$ cat config.mk
export PLATFORM = sky130hd
export DESIGN_NAME = adc_thresh_mon
export DESIGN_NICKNAME = d
export VERILOG_FILES = /design/src/rtl/adc_mon_pkg.sv /design/src/rtl/adc_mon_regs.sv /design/src/rtl/adc_mon_mag.sv /design/src/rtl/adc_mon_cnt.sv /design/src/rtl/adc_mon_acc.sv /design/src/rtl/adc_thresh_mon.sv
export SDC_FILE = /design/constraint.sdc
export NUM_CORES = 1
export LEC_CHECK = 0
export ABC_CLOCK_PERIOD_IN_PS = 11150
export CAP_MARGIN = 20
export CORE_MARGIN = 3
export CORE_UTILIZATION = 52
export CTS_CLUSTER_DIAMETER = 200
export DETAILED_ROUTE_END_ITERATION = 16
export DONT_BUFFER_PORTS = 1
export MAX_ROUTING_LAYER = met4
export PLACE_DENSITY = 0.76
export SLEW_MARGIN = 20
export SYNTH_ARGS = -nofsm -noshare
export SYNTH_HDL_FRONTEND = slang
export SYNTH_SLANG_ARGS = --single-unit
$ cat constraint.sdc
create_clock -name clk_i -period 11.15 [get_ports clk_i]
set_clock_uncertainty 0.2 [all_clocks]
set_input_delay 2.23 -clock clk_i [delete_from_list [all_inputs] [get_ports clk_i]]
set_output_delay 2.23 -clock clk_i [all_outputs]
set_load 0.05 [all_outputs]
$ cat src/rtl/adc_mon_pkg.sv
package adc_mon_pkg;
  typedef enum logic [1:0] {
    CMP_OFF    = 2'b00,
    CMP_IRQ    = 2'b01,
    CMP_CNT_HI = 2'b10,
    CMP_CNT_LO = 2'b11
  } cmp_mode_e;

  typedef enum logic [1:0] {
    ACC_OFF  = 2'b00,
    ACC_ADD  = 2'b01,
    ACC_SUB  = 2'b10,
    ACC_ZERO = 2'b11
  } acc_mode_e;

  typedef struct packed {
    acc_mode_e acc;
    cmp_mode_e cmp;
  } mode_t;

  localparam logic [1:0] ADDR_MODE = 2'd0;
  localparam logic [1:0] ADDR_MTH  = 2'd1;
  localparam logic [1:0] ADDR_LIM  = 2'd2;
  localparam logic [1:0] ADDR_ATH  = 2'd3;
endpackage

$ cat src/rtl/adc_mon_regs.sv
module adc_mon_regs
  import adc_mon_pkg::*;
#(
  parameter int DATA_W = 24,
  parameter int CNT_W  = 16,
  parameter int ACC_W  = 32
) (
  input  logic              clk_i,
  input  logic              rst_ni,
  input  logic              wr_en_i,
  input  logic [1:0]        wr_addr_i,
  input  logic [ACC_W-1:0]  wr_data_i,
  output mode_t             mode_o,
  output logic [DATA_W-1:0] mag_thr_o,
  output logic [CNT_W-1:0]  cnt_lim_o,
  output logic [ACC_W-1:0]  acc_thr_o,
  output logic              mode_wr_o
);
  localparam int MODE_W = $bits(mode_t);

  mode_t             mode_q;
  logic [DATA_W-1:0] mag_thr_q;
  logic [CNT_W-1:0]  cnt_lim_q;
  logic [ACC_W-1:0]  acc_thr_q;

  logic unused_wr_bits;
  assign unused_wr_bits = ^wr_data_i;

  always_ff @(posedge clk_i or negedge rst_ni) begin
    if (!rst_ni) begin
      mode_q    <= '{acc: ACC_OFF, cmp: CMP_OFF};
      mag_thr_q <= '0;
      cnt_lim_q <= '0;
      acc_thr_q <= '0;
    end else if (wr_en_i) begin
      unique case (wr_addr_i)
        ADDR_MODE: mode_q    <= mode_t'(wr_data_i[MODE_W-1:0]);
        ADDR_MTH:  mag_thr_q <= wr_data_i[DATA_W-1:0];
        ADDR_LIM:  cnt_lim_q <= wr_data_i[CNT_W-1:0];
        default:   acc_thr_q <= wr_data_i;
      endcase
    end
  end

  assign mode_o    = mode_q;
  assign mag_thr_o = mag_thr_q;
  assign cnt_lim_o = cnt_lim_q;
  assign acc_thr_o = acc_thr_q;
  assign mode_wr_o = wr_en_i && (wr_addr_i == ADDR_MODE);
endmodule

$ cat src/rtl/adc_mon_mag.sv
module adc_mon_mag #(
  parameter int DATA_W = 24
) (
  input  logic [DATA_W-1:0] data_i,
  input  logic [DATA_W-1:0] thr_i,
  output logic [DATA_W-1:0] mag_o,
  output logic              above_o,
  output logic              below_o
);
  localparam logic [DATA_W-1:0] MIN_CODE = {1'b1, {(DATA_W-1){1'b0}}};
  localparam logic [DATA_W-1:0] MAX_MAG  = {1'b0, {(DATA_W-1){1'b1}}};

  always_comb begin
    if (data_i == MIN_CODE)      mag_o = MAX_MAG;   // saturate, no overflow
    else if (data_i[DATA_W-1])   mag_o = ~data_i + 1'b1;
    else                         mag_o = data_i;
  end

  assign above_o = mag_o > thr_i;
  assign below_o = mag_o < thr_i;
endmodule

$ cat src/rtl/adc_mon_cnt.sv
module adc_mon_cnt
  import adc_mon_pkg::*;
#(
  parameter int CNT_W = 16
) (
  input  logic             clk_i,
  input  logic             rst_ni,
  input  logic             clr_i,
  input  cmp_mode_e        mode_i,
  input  logic             valid_i,
  input  logic             above_i,
  input  logic             below_i,
  input  logic [CNT_W-1:0] lim_i,
  output logic [CNT_W-1:0] cnt_o,
  output logic             irq_o
);
  localparam logic [CNT_W-1:0] ONE = {{(CNT_W-1){1'b0}}, 1'b1};

  logic [CNT_W-1:0] cnt_q;
  logic             counting, hit, full;

  assign counting = (mode_i == CMP_CNT_HI) || (mode_i == CMP_CNT_LO);
  assign hit      = (mode_i == CMP_CNT_HI) ? above_i :
                    (mode_i == CMP_CNT_LO) ? below_i : 1'b0;
  assign full     = cnt_q >= lim_i;

  always_ff @(posedge clk_i or negedge rst_ni) begin
    if (!rst_ni)                       cnt_q <= '0;
    else if (clr_i)                    cnt_q <= '0;
    else if (valid_i && hit && !full)  cnt_q <= cnt_q + ONE;
  end

  assign cnt_o = cnt_q;
  assign irq_o = counting && full;

  a_r5_cnt_hold: assert property (@(posedge clk_i) disable iff (!rst_ni)
    (full && !clr_i) |=> $stable(cnt_q));
  a_r4_cnt_step: assert property (@(posedge clk_i) disable iff (!rst_ni)
    !clr_i |=> (cnt_q == $past(cnt_q)) || (cnt_q == $past(cnt_q) + ONE));
  a_r9_cnt_clr: assert property (@(posedge clk_i) disable iff (!rst_ni)
    clr_i |=> cnt_q == '0);
endmodule

$ cat src/rtl/adc_mon_acc.sv
module adc_mon_acc
  import adc_mon_pkg::*;
#(
  parameter int DATA_W = 24,
  parameter int ACC_W  = 32
) (
  input  logic              clk_i,
  input  logic              rst_ni,
  input  logic              clr_i,
  input  acc_mode_e         mode_i,
  input  logic              valid_i,
  input  logic [DATA_W-1:0] data_i,
  input  logic [ACC_W-1:0]  thr_i,
  output logic [ACC_W-1:0]  acc_o,
  output logic              exceed_o
);
  logic [ACC_W-1:0] ext, acc_q;

  generate
    if (ACC_W > DATA_W) begin : g_sext
      assign ext = {{(ACC_W-DATA_W){data_i[DATA_W-1]}}, data_i};
    end else begin : g_trunc
      assign ext = data_i[ACC_W-1:0];
    end
  endgenerate

  always_ff @(posedge clk_i or negedge rst_ni) begin
    if (!rst_ni) acc_q <= '0;
    else if (clr_i) acc_q <= '0;
    else begin
      unique case (mode_i)
        ACC_ADD:  if (valid_i) acc_q <= acc_q + ext;
        ACC_SUB:  if (valid_i) acc_q <= acc_q - ext;
        ACC_ZERO: acc_q <= '0;
        default:  ;
      endcase
    end
  end

  assign acc_o    = acc_q;
  assign exceed_o = $signed(acc_q) > $signed(thr_i);

  a_r9_acc_clr: assert property (@(posedge clk_i) disable iff (!rst_ni)
    clr_i |=> acc_q == '0);
  a_r7_acc_zero: assert property (@(posedge clk_i) disable iff (!rst_ni)
    (mode_i == ACC_ZERO) |=> acc_q == '0);
  a_r7_acc_hold: assert property (@(posedge clk_i) disable iff (!rst_ni)
    (!clr_i && (mode_i == ACC_OFF || (!valid_i && mode_i != ACC_ZERO)))
      |=> $stable(acc_q));
endmodule

$ cat src/rtl/adc_thresh_mon.sv
module adc_thresh_mon
  import adc_mon_pkg::*;
#(
  parameter int DATA_W = 24,
  parameter int CNT_W  = 16,
  parameter int ACC_W  = 32
) (
  input  logic              clk_i,
  input  logic              rst_ni,
  input  logic              wr_en_i,
  input  logic [1:0]        wr_addr_i,
  input  logic [ACC_W-1:0]  wr_data_i,
  input  logic              res_valid_i,
  input  logic [DATA_W-1:0] res_data_i,
  output logic              thr_irq_o,
  output logic              cnt_irq_o,
  output logic              acc_exceed_o,
  output logic [ACC_W-1:0]  acc_o,
  output logic [CNT_W-1:0]  evt_cnt_o
);
  mode_t             mode;
  logic [DATA_W-1:0] mag_thr, mag;
  logic [CNT_W-1:0]  cnt_lim;
  logic [ACC_W-1:0]  acc_thr;
  logic              mode_wr, above, below, thr_irq_q;

  adc_mon_regs #(.DATA_W(DATA_W), .CNT_W(CNT_W), .ACC_W(ACC_W)) u_regs (
    .clk_i, .rst_ni, .wr_en_i, .wr_addr_i, .wr_data_i,
    .mode_o(mode), .mag_thr_o(mag_thr), .cnt_lim_o(cnt_lim),
    .acc_thr_o(acc_thr), .mode_wr_o(mode_wr)
  );

  adc_mon_mag #(.DATA_W(DATA_W)) u_mag (
    .data_i(res_data_i), .thr_i(mag_thr), .mag_o(mag),
    .above_o(above), .below_o(below)
  );

  adc_mon_cnt #(.CNT_W(CNT_W)) u_cnt (
    .clk_i, .rst_ni, .clr_i(mode_wr), .mode_i(mode.cmp),
    .valid_i(res_valid_i), .above_i(above), .below_i(below),
    .lim_i(cnt_lim), .cnt_o(evt_cnt_o), .irq_o(cnt_irq_o)
  );

  adc_mon_acc #(.DATA_W(DATA_W), .ACC_W(ACC_W)) u_acc (
    .clk_i, .rst_ni, .clr_i(mode_wr), .mode_i(mode.acc),
    .valid_i(res_valid_i), .data_i(res_data_i), .thr_i(acc_thr),
    .acc_o(acc_o), .exceed_o(acc_exceed_o)
  );

  always_ff @(posedge clk_i or negedge rst_ni) begin
    if (!rst_ni) thr_irq_q <= 1'b0;
    else         thr_irq_q <= res_valid_i && (mode.cmp == CMP_IRQ) && above;
  end
  assign thr_irq_o = thr_irq_q;

  a_r2_irq_src: assert property (@(posedge clk_i) disable iff (!rst_ni)
    thr_irq_o |-> $past(res_valid_i) && ($past(mode.cmp) == CMP_IRQ));
  a_r2_irq_pulse_gap: assert property (@(posedge clk_i) disable iff (!rst_ni)
    (!res_valid_i || mode.cmp != CMP_IRQ) |=> !thr_irq_o);
  a_r3_no_overflow: assert property (@(posedge clk_i) disable iff (!rst_ni)
    res_valid_i |-> !mag[DATA_W-1]);
  a_r5_irq_mode: assert property (@(posedge clk_i) disable iff (!rst_ni)
    cnt_irq_o |-> mode.cmp[1]);
endmodule

==> results.md, run 1 <==
* Max-cap violations at 0
* Actual slew at the worst max-slew pin at roughly 0.96 ns
* Synthesis-to-finish area growth at 8.66%
* # hold bufs at CTS at 0
* Via count at 7,463
* Final Net Count at roughly 1.2k
* Post-synthesis cell count at 1,009
* Sequential share of the synthesized area at between 30% and 40%
* Final hold violations at 0
* IO Count at 113
* Placement row count at 48
* Top cells by area, synth: dfrtp_1 (34%), ha_1 (15%), mux2_2 (9.0%), o21ai_0 (4.7%), inv_1 (3.8%)
* Worst setup startpoint: res_data_i[0]
* CP max FO at 28
* 1st-pass router iterations at 5
* Register Area at 3130 um^2
* Critical path cell sequence: inv_1, ha_1, or4b_4, nor3_4, nand3_2, nor3_4, nand2_2, or4_4, nand2_1, o21ai_0, o21ai_0, ha_1, a21o_1, a21o_1, a21oi_1, o22ai_1, a211oi_1, nand3_1, a21o_1, or4_1, a21oi_1
* DRC Markers at 0
* Hold path startpoint: u_regs.acc_thr_o[25]
* Met1 usage at 31.1%
* Core Util, Final at 58.1%
* CTS tree: done
* Main combinational cell family by area after synthesis: compound AO/OA/AOI/OAI gates
* Busiest grt layer: met2
* Crit path kind: input port to flop
* Crit-path max cell delay at approximately 0.60 ns
* DPL Wire Length at 17.7 mm
* VDD IR max at between 0.00015 and 0.0002 V
* Top cell type's share of synthesized area at between 30 and 40%
* Max-slew headroom at 36.2%
* Initial core utilization at around 53%
* WP data required at 11.31 ns
* Final ANT Viol Nets at 0
* Mux share of post-synthesis cell area at 9.28%
* Overflow after GRT at 0
* Synth Register Bits at about 130
* Final Slew Violations at 0
* Global-route wire length before repair at 38.6 mm
* HP Class: flop to flop
* RSZ-0062 raised after global routing: no
* Pin count of the biggest net entering global routing at about 130
* Synth Area in XOR/XNOR at under 10%
* CP Capture Type: flop
* CP Launch Type: input port
* Grt met3 use at 5.15%
* Reg2reg start: u_regs.mode_o[2]
* Synth Area in Adders at 14.9%
* Post-synth EDFFs at 0
* Largest area contributor in the netlist: dfrtp_1
* Place WS at 3.29 ns
* Worst-path clk slew at 0.06 ns
* WL/cell at 19.0 um
* Fin crit share at 66.9%
* Most frequent cell on the critical path: a21o_1
* H-Tree Level Count at 4
* Min setup slack post-route at 3.69 ns
* Clock Tree Buf Depth at 2
* Footprint of the multi-input gates at 5690 um^2
* RePlAce Congestion at 0.893
* Worst path slowest cell: or4_1
* Total CTS buffers at 17
* GRT Overall Usage at 25.2%
* Yosys cell types at 65
* Power Dens Cells at 247 nW/um^2
* Status: completed
* Synth warn at 0
* Core area at 17,400 um^2
* Diode count at 0
* Pleak at roughly 4.8 nW
* Vias in the first global route at 7,494
* Arrival time worst endpoint at 7.62 ns
* Syn Nets at 1,181
* Antenna violations before repair at 0
* Simple-gate share of the synthesized area at 14.1%
* Average size of a mapped cell at 9.22 um^2
* Post-synth top flop: dfrtp_1
* CTS Sinks at 125
* Iter 0 DRT Violations at 460
* Fin crit period at 7.46 ns
* Layout cells sized above 1 at around an eighth
* Setup violators final at 0
* Final WL at 23.5 mm
* Highest Clock Rate at 134 MHz
* Compound-Gate Fraction of Synth Area at 17.9%
* Post-cts repair resize count at 0
* CTS root buf: clkbuf_16
* Global routing usage on met2 at a little over two fifths
* Post-Route Setup TNS at 0 ns
* DIE WIDTH at roughly 140 um
* Die Y at 140 um
* Synth Cell Area at about 9300 um^2
* Die ar. at 19,500 um^2
* # fillers at roughly 1.5k
* Worst-Skew Late Latency at 0.43 ns
* IO Port Bufs at 0
* Postcts setup bufs at 0
* Via/cell ratio at 6.03
* Hold_ws at between 0.3 and 0.4 ns
* Fraction of registers with async set/reset at 100%
## logic make-up (layout without fill, tap and decap cells)
kind of cell    Yosys count  count (layout)
mux                      77              77
flops                   125             125
compound gates          268             268
buf+inv                 126             130
xor+xnor                 52              52
simple gates            251             251
fa+ha+maj               110             110
## flip-flops by register name (all words and copies together), names as in the netlist
| name | flops |
|---|---|
| u_regs.acc_thr_o | 32 |
| u_cnt.cnt_o | 16 |
| u_regs.mode_o | 4 |
| thr_irq_o | 1 |
| u_acc.acc_o | 32 |
| u_regs.mag_thr_o | 24 |
| u_regs.cnt_lim_o | 16 |
## metrics by stage
stage                     cells  area, um^2  power (mW)
after floorplan            1009        9310        1.66
after global placement     1206        9490        1.86
after detailed placement   1206        9490        1.89
after CTS                  1238       10100        2.50
after global routing       1238       10100        2.67
final                      1238       10100        2.49
## worst max-delay path: cells and delay by family
kind            cells  cell delay [ns]
buf+inv             1             0.04
compound gates      9             1.78
fa+ha+maj           2             0.51
simple gates        9             3.04
## synthesized netlist by cell type (2+ instances only)
master	count
o21bai_1	6
o2111ai_1	3
o21ai_1	2
a211oi_1	4
o31ai_1	14
nor3_1	15
nand3b_1	5
ha_1	109
inv_1	93
o211ai_1	2
mux2i_1	3
buf_1	3
buf_4	3
and3_1	5
dfrtp_1	125
nand4_1	14
and2_1	5
mux2_2	74
xor2_1	15
nand2b_1	7
nand2_1	74
a21o_1	34
a22o_1	5
o22a_1	2
a2111oi_0	6
and4_1	3
or4_1	9
nand3_1	18
o22ai_1	3
nor2b_1	12
a31oi_1	8
a21oi_1	61
or2_2	9
buf_2	2
o21ai_0	87
or3_1	17
a221oi_1	3
nor3_4	2
buf_6	2
o21a_1	16
nor2_1	47
xnor2_1	37
clkbuf_1	23
## layout by cell type, fill, tap and decap left out, drive strengths merged, types with 3 or more instances in the layout
| cell type | n |
|---|---|
| dfrtp | 125 |
| ha | 109 |
| inv | 102 |
| o21ai | 89 |
| nand2 | 75 |
| mux2 | 74 |
| a21oi | 61 |
| nor2 | 47 |
| xnor2 | 37 |
| a21o | 34 |
| nand3 | 19 |
| or3 | 17 |
| clkbuf | 17 |
| nor3 | 17 |
| o21a | 16 |
| xor2 | 15 |
| nand4 | 14 |
| o31ai | 14 |
| nor2b | 12 |
| or4 | 10 |
| or2 | 9 |
| a31oi | 8 |
| nand2b | 7 |
| a2111oi | 6 |
| o21bai | 6 |
| nand3b | 5 |
| and3 | 5 |
| and2 | 5 |
| a22o | 5 |
| buf | 5 |
| a211oi | 4 |
| mux2i | 3 |
| and4 | 3 |
| a221oi | 3 |
| o22ai | 3 |
| o2111ai | 3 |
| bufinv | 3 |
## per-layer routing
metal,wire length [um],vias to the layer above
met5,0,-
met4,601,0
met3,1330,41
met2,11500,208
met1,10100,3605
li1,-,3609
## worst paths after layout
check                           slack, ns                   end  depth (start not counted)
worst min-delay path                 0.31  u_regs.acc_thr_o[25]                          1
worst max register to register       6.31       u_acc.acc_o[26]                         13
worst max-delay path                 3.69       u_cnt.cnt_o[13]                         21
worst min register to register       0.31  u_regs.acc_thr_o[25]                          1
max in group asynchronous            9.21  u_regs.acc_thr_o[27]                          0
min in group asynchronous            1.30        u_acc.acc_o[1]                          0
## layout make-up
cell class	count	area share (%)
Multi-Input combinational cell	758	56.3
Tap cell	225	2.78
Sequential cell	125	30.9
Clock buffer	17	4.21
Timing Repair Buffer	5	0.371
Inverter	93	3.45
Clock inverter	15	1.98
## power by group
| group | switching (mW) | leakage, nW | internal [mW] | total [mW] |
|---|---|---|---|---|
| Clock | 0.240 | 0.307 | 0.361 | 0.601 |
| Combinational | 0.552 | 2.92 | 0.459 | 1.01 |
| Sequential | 0.322 | 1.54 | 0.561 | 0.883 |
| Total | 1.11 | 4.76 | 1.38 | 2.49 |
No activity file was read; power rests on OpenSTA's default activity.
==> run 2, diff against run 1 <==
--- a/config.mk
+++ b/config.mk
@@ -5,7 +5,8 @@
 export SDC_FILE = /design/constraint.sdc
 export NUM_CORES = 1
 export LEC_CHECK = 0
-export ABC_CLOCK_PERIOD_IN_PS = 11150
+export ABC_AREA = 1
+export ABC_CLOCK_PERIOD_IN_PS = 7820
 export CAP_MARGIN = 20
 export CORE_MARGIN = 3
 export CORE_UTILIZATION = 52
==> constraint.sdc (replaced) <==
create_clock -name clk_i -period 7.82 [get_ports clk_i]
set_clock_uncertainty 0.2 [all_clocks]
set_input_delay 1.564 -clock clk_i [delete_from_list [all_inputs] [get_ports clk_i]]
set_output_delay 1.564 -clock clk_i [all_outputs]
set_load 0.05 [all_outputs]
==> run 2 against run 1 <==
Compared with the run above:
- via count increased by 25%
- non-clock buffer count decreased by 2
- sequential share of layout area decreased by 2.0 points
- worst hold slack got worse by 0.024 ns
- count of clock-buffer cells in the layout increased by 3
- critical path depth decreased by 10
==> results.md, run 2 <==
* Sequential share of the synthesized area at 31.2% (-2.4 points)
* HP Class: flop to flop
* Arrival time worst endpoint at 3.36 ns (-4.26 ns)
* Clock Tree Buf Depth at 2 (unchanged)
* CP Launch Type: flop
* VDD IR max at 0.000214 V (+33%)
* Worst-Skew Late Latency at 0.43 ns (about the same)
* Via/cell ratio at 5.55 (-7.9%)
* Commonest non-fill, non-tap cells in the layout: nand2_1 (387), inv_1 (194), o21ai_0 (148), dfrtp_1 (125), ha_1 (109)
* Die Y at 145 um (+3.6%)
* Grt met3 use at 7.36% (+2.2 points)
* Setup violators final at 0 (unchanged)
* Max-cap violations at 0 (unchanged)
* CTS root buf: clkbuf_16
* CP max FO at 4 (-86%)
* Hold path endpoint: u_regs.mag_thr_o[16]
* Reg-to-reg endpoint: u_acc.acc_o[25]
* Simple-gate share of the synthesized area at 26.7% (+13 points)
* Diode count at 0 (unchanged)
* Worst hold stages at 2 (+1)
* Mux share of post-synthesis cell area at 0% (-9.3 points)
* Post-synth top flop: dfrtp_1
* Pleak at 5.61 nW (+18%)
* Yosys cell types at 49 (-25%)
* Synth warn at 0 (unchanged)
* CP Capture Type: output port
* Overflow after GRT at 0 (unchanged)
* IO Count at 113 (unchanged)
* Max-slew headroom at 37.1% (+0.90 points)
* Worst-path clk slew at 0.06 ns (about the same)
* Fin crit period at 5.12 ns
* Synth Area in XOR/XNOR at 2.45% (-2.4 points)
* Post-synthesis cell count at 1,416 (+40%)
* Post-synth EDFFs at 0 (unchanged)
* GRT Overall Usage at 29.3% (+4.0 points)
* Post-synth top cells: nand2_1 (387), inv_1 (194), o21ai_0 (148)
* Initial core utilization at 53.2% (-0.23 points)
* Placement row count at 50 (+4.2%)
* Syn Nets at 1,588 (+34%)
* Fin crit share at 65.5%
* CTS tree: done
* Actual slew at the worst max-slew pin at 0.940 ns (-0.0170 ns)
* Core area at 18,800 um^2 (+8.1%)
* Final Net Count at 1,574 (+34%)
* Reg2reg start: u_regs.mode_o[2]
* Synth Area in Adders at 13.8% (-1.1 points)
* IO Port Bufs at 0 (unchanged)
* Power Dens Cells at 361 nW/um^2 (+46%)
* WL/cell at 17.7 um (-6.7%)
* Via count at 9,302 (+25%)
* Most common library cell in the layout ignoring fill and taps: nand2_1
* CTS Sinks at 125 (unchanged)
* Global routing usage on met2 at 43.2% (+1.5 points)
* Met1 usage at 40.0% (+8.8 points)
* WP data required at 6.06 ns (-5.25 ns)
* Iter 0 DRT Violations at 776 (+69%)
* Compound-Gate Fraction of Synth Area at 16.8% (-1.1 points)
* Largest area contributor in the netlist: dfrtp_1
* Synth Register Bits at 125 (unchanged)
* Postcts setup bufs at 0 (unchanged)
* Total power at 3.90 mW (+56%)
* Antenna violations before repair at 0 (unchanged)
* Worst setup startpoint: u_acc.acc_o[14]
* Total CTS buffers at 17 (unchanged)
* Final hold violations at 0 (unchanged)
* Layout cells sized above 1 at 5.30% (-7.5 points)
* 1st-pass router iterations at 6 (+1)
* Highest Clock Rate at 195 MHz
* Die ar. at 21,000 um^2 (+7.3%)
* Post-cts repair resize count at 0 (unchanged)
* Pin count of the biggest net entering global routing at 126 (unchanged)
* Core Util, Final at 57.3% (-0.74 points)
* Crit path kind: flop to output port
* Vias in the first global route at 8,510 (+14%)
* DIE WIDTH at 145 um (+3.6%)
* Post-Route Setup TNS at 0 ns (unchanged)
* RePlAce Congestion at 0.990 (+11%)
* Reg-to-reg slack, setup at 3.17 ns (-3.14 ns)
* Global-route wire length before repair at 45.9 mm (+19%)
* Synth Cell Area at 10,000 um^2 (+7.6%)
* Status: completed
* DPL Wire Length at 23.1 mm (+30%)
* # hold bufs at CTS at 0 (unchanged)
* Average size of a mapped cell at 7.08 um^2 (-23%)
* Busiest grt layer: met2
* RSZ-0062 raised after global routing: no
* DRC Markers at 0 (unchanged)
* Final WL at 29.7 mm (+26%)
* Final Slew Violations at 0 (unchanged)
* Final ANT Viol Nets at 0 (unchanged)
* Top cells by area, synth: dfrtp_1 (31%), nand2_1 (14%), ha_1 (14%), o21ai_0 (7.4%), inv_1 (7.3%)
* Synthesis-to-finish area growth at 7.73%
* Fraction of registers with async set/reset at 100% (unchanged)
* Main combinational cell family by area after synthesis: simple AND/OR/NAND/NOR gates
* Hold path startpoint: u_regs.mag_thr_o[16]
* Reg2reg path depth at 16 (+3)
* H-Tree Level Count at 4 (unchanged)
* Top-count cell post-synth: nand2_1
* Top cell type's share of synthesized area at 31.2% (-2.4 points)
run 2: layer usage:
layer / up-vias / wire length [um]
met5: - / 0
met4: 0 / 702
met3: 48 / 2500
met2: 337 / 13100
met1: 4301 / 13400
li1: 4616 / -
run 2: worst max-delay path, cell delays in order (launching register included):
cell and delay, ns:
dfrtp_1 0.65, ha_1 0.43, nand2_1 0.06, inv_1 0.08
nand3_1 0.06, nor3_1 0.49, nand2_1 0.11, nand2_1 0.12
nand2_1 0.08, nand2_1 0.09, nor2_1 0.04, nor2_1 0.72
run 2: layout make-up:
class / count / area (um^2)
clock inverter: 12 / 135
inverter: 198 / 743
timing repair buffer: 3 / 22.5
multi-input combinational: 1057 / 5990
tap: 260 / 325
clock buffer: 20 / 447
sequential: 125 / 3130
fill: 1782 / 8040
run 2: worst max path at each step:
stage                     endpoint  slack, ns
finish                acc_exceed_o       2.70
global route          acc_exceed_o       2.54
CTS                   acc_exceed_o       2.73
detailed placement  u_cnt.cnt_o[1]       2.57
global placement    u_cnt.cnt_o[1]       2.68
floorplan           u_cnt.cnt_o[9]       3.30
run 2: kinds of logic (layout without fill, tap and decap cells):
family          after synthesis  in the layout
flops                       125            125
simple gates                624            624
xor+xnor                     28             28
fa+ha+maj                   110            110
compound gates              295            295
buf+inv                     234            233
run 2: stage by stage:
stage	std cells	hold slack, ns	instance area (um^2)	worst slack, ns
2_1_floorplan	1416	0.253	10000	3.30
3_3_place_gp	1643	0.266	10200	2.68
3_5_place_dp	1643	0.273	10200	2.57
4_1_cts	1675	0.288	10800	2.73
5_1_grt	1675	0.304	10800	2.54
6_report	1675	0.282	10800	2.70
run 2: power breakdown:
group / switching [mW] / internal, mW / leakage [nW] / total, mW
logic: 1.07 / 0.585 / 3.77 / 1.65
clock network: 0.324 / 0.480 / 0.273 / 0.803
registers: 0.635 / 0.806 / 1.56 / 1.44
total: 2.03 / 1.87 / 5.61 / 3.90
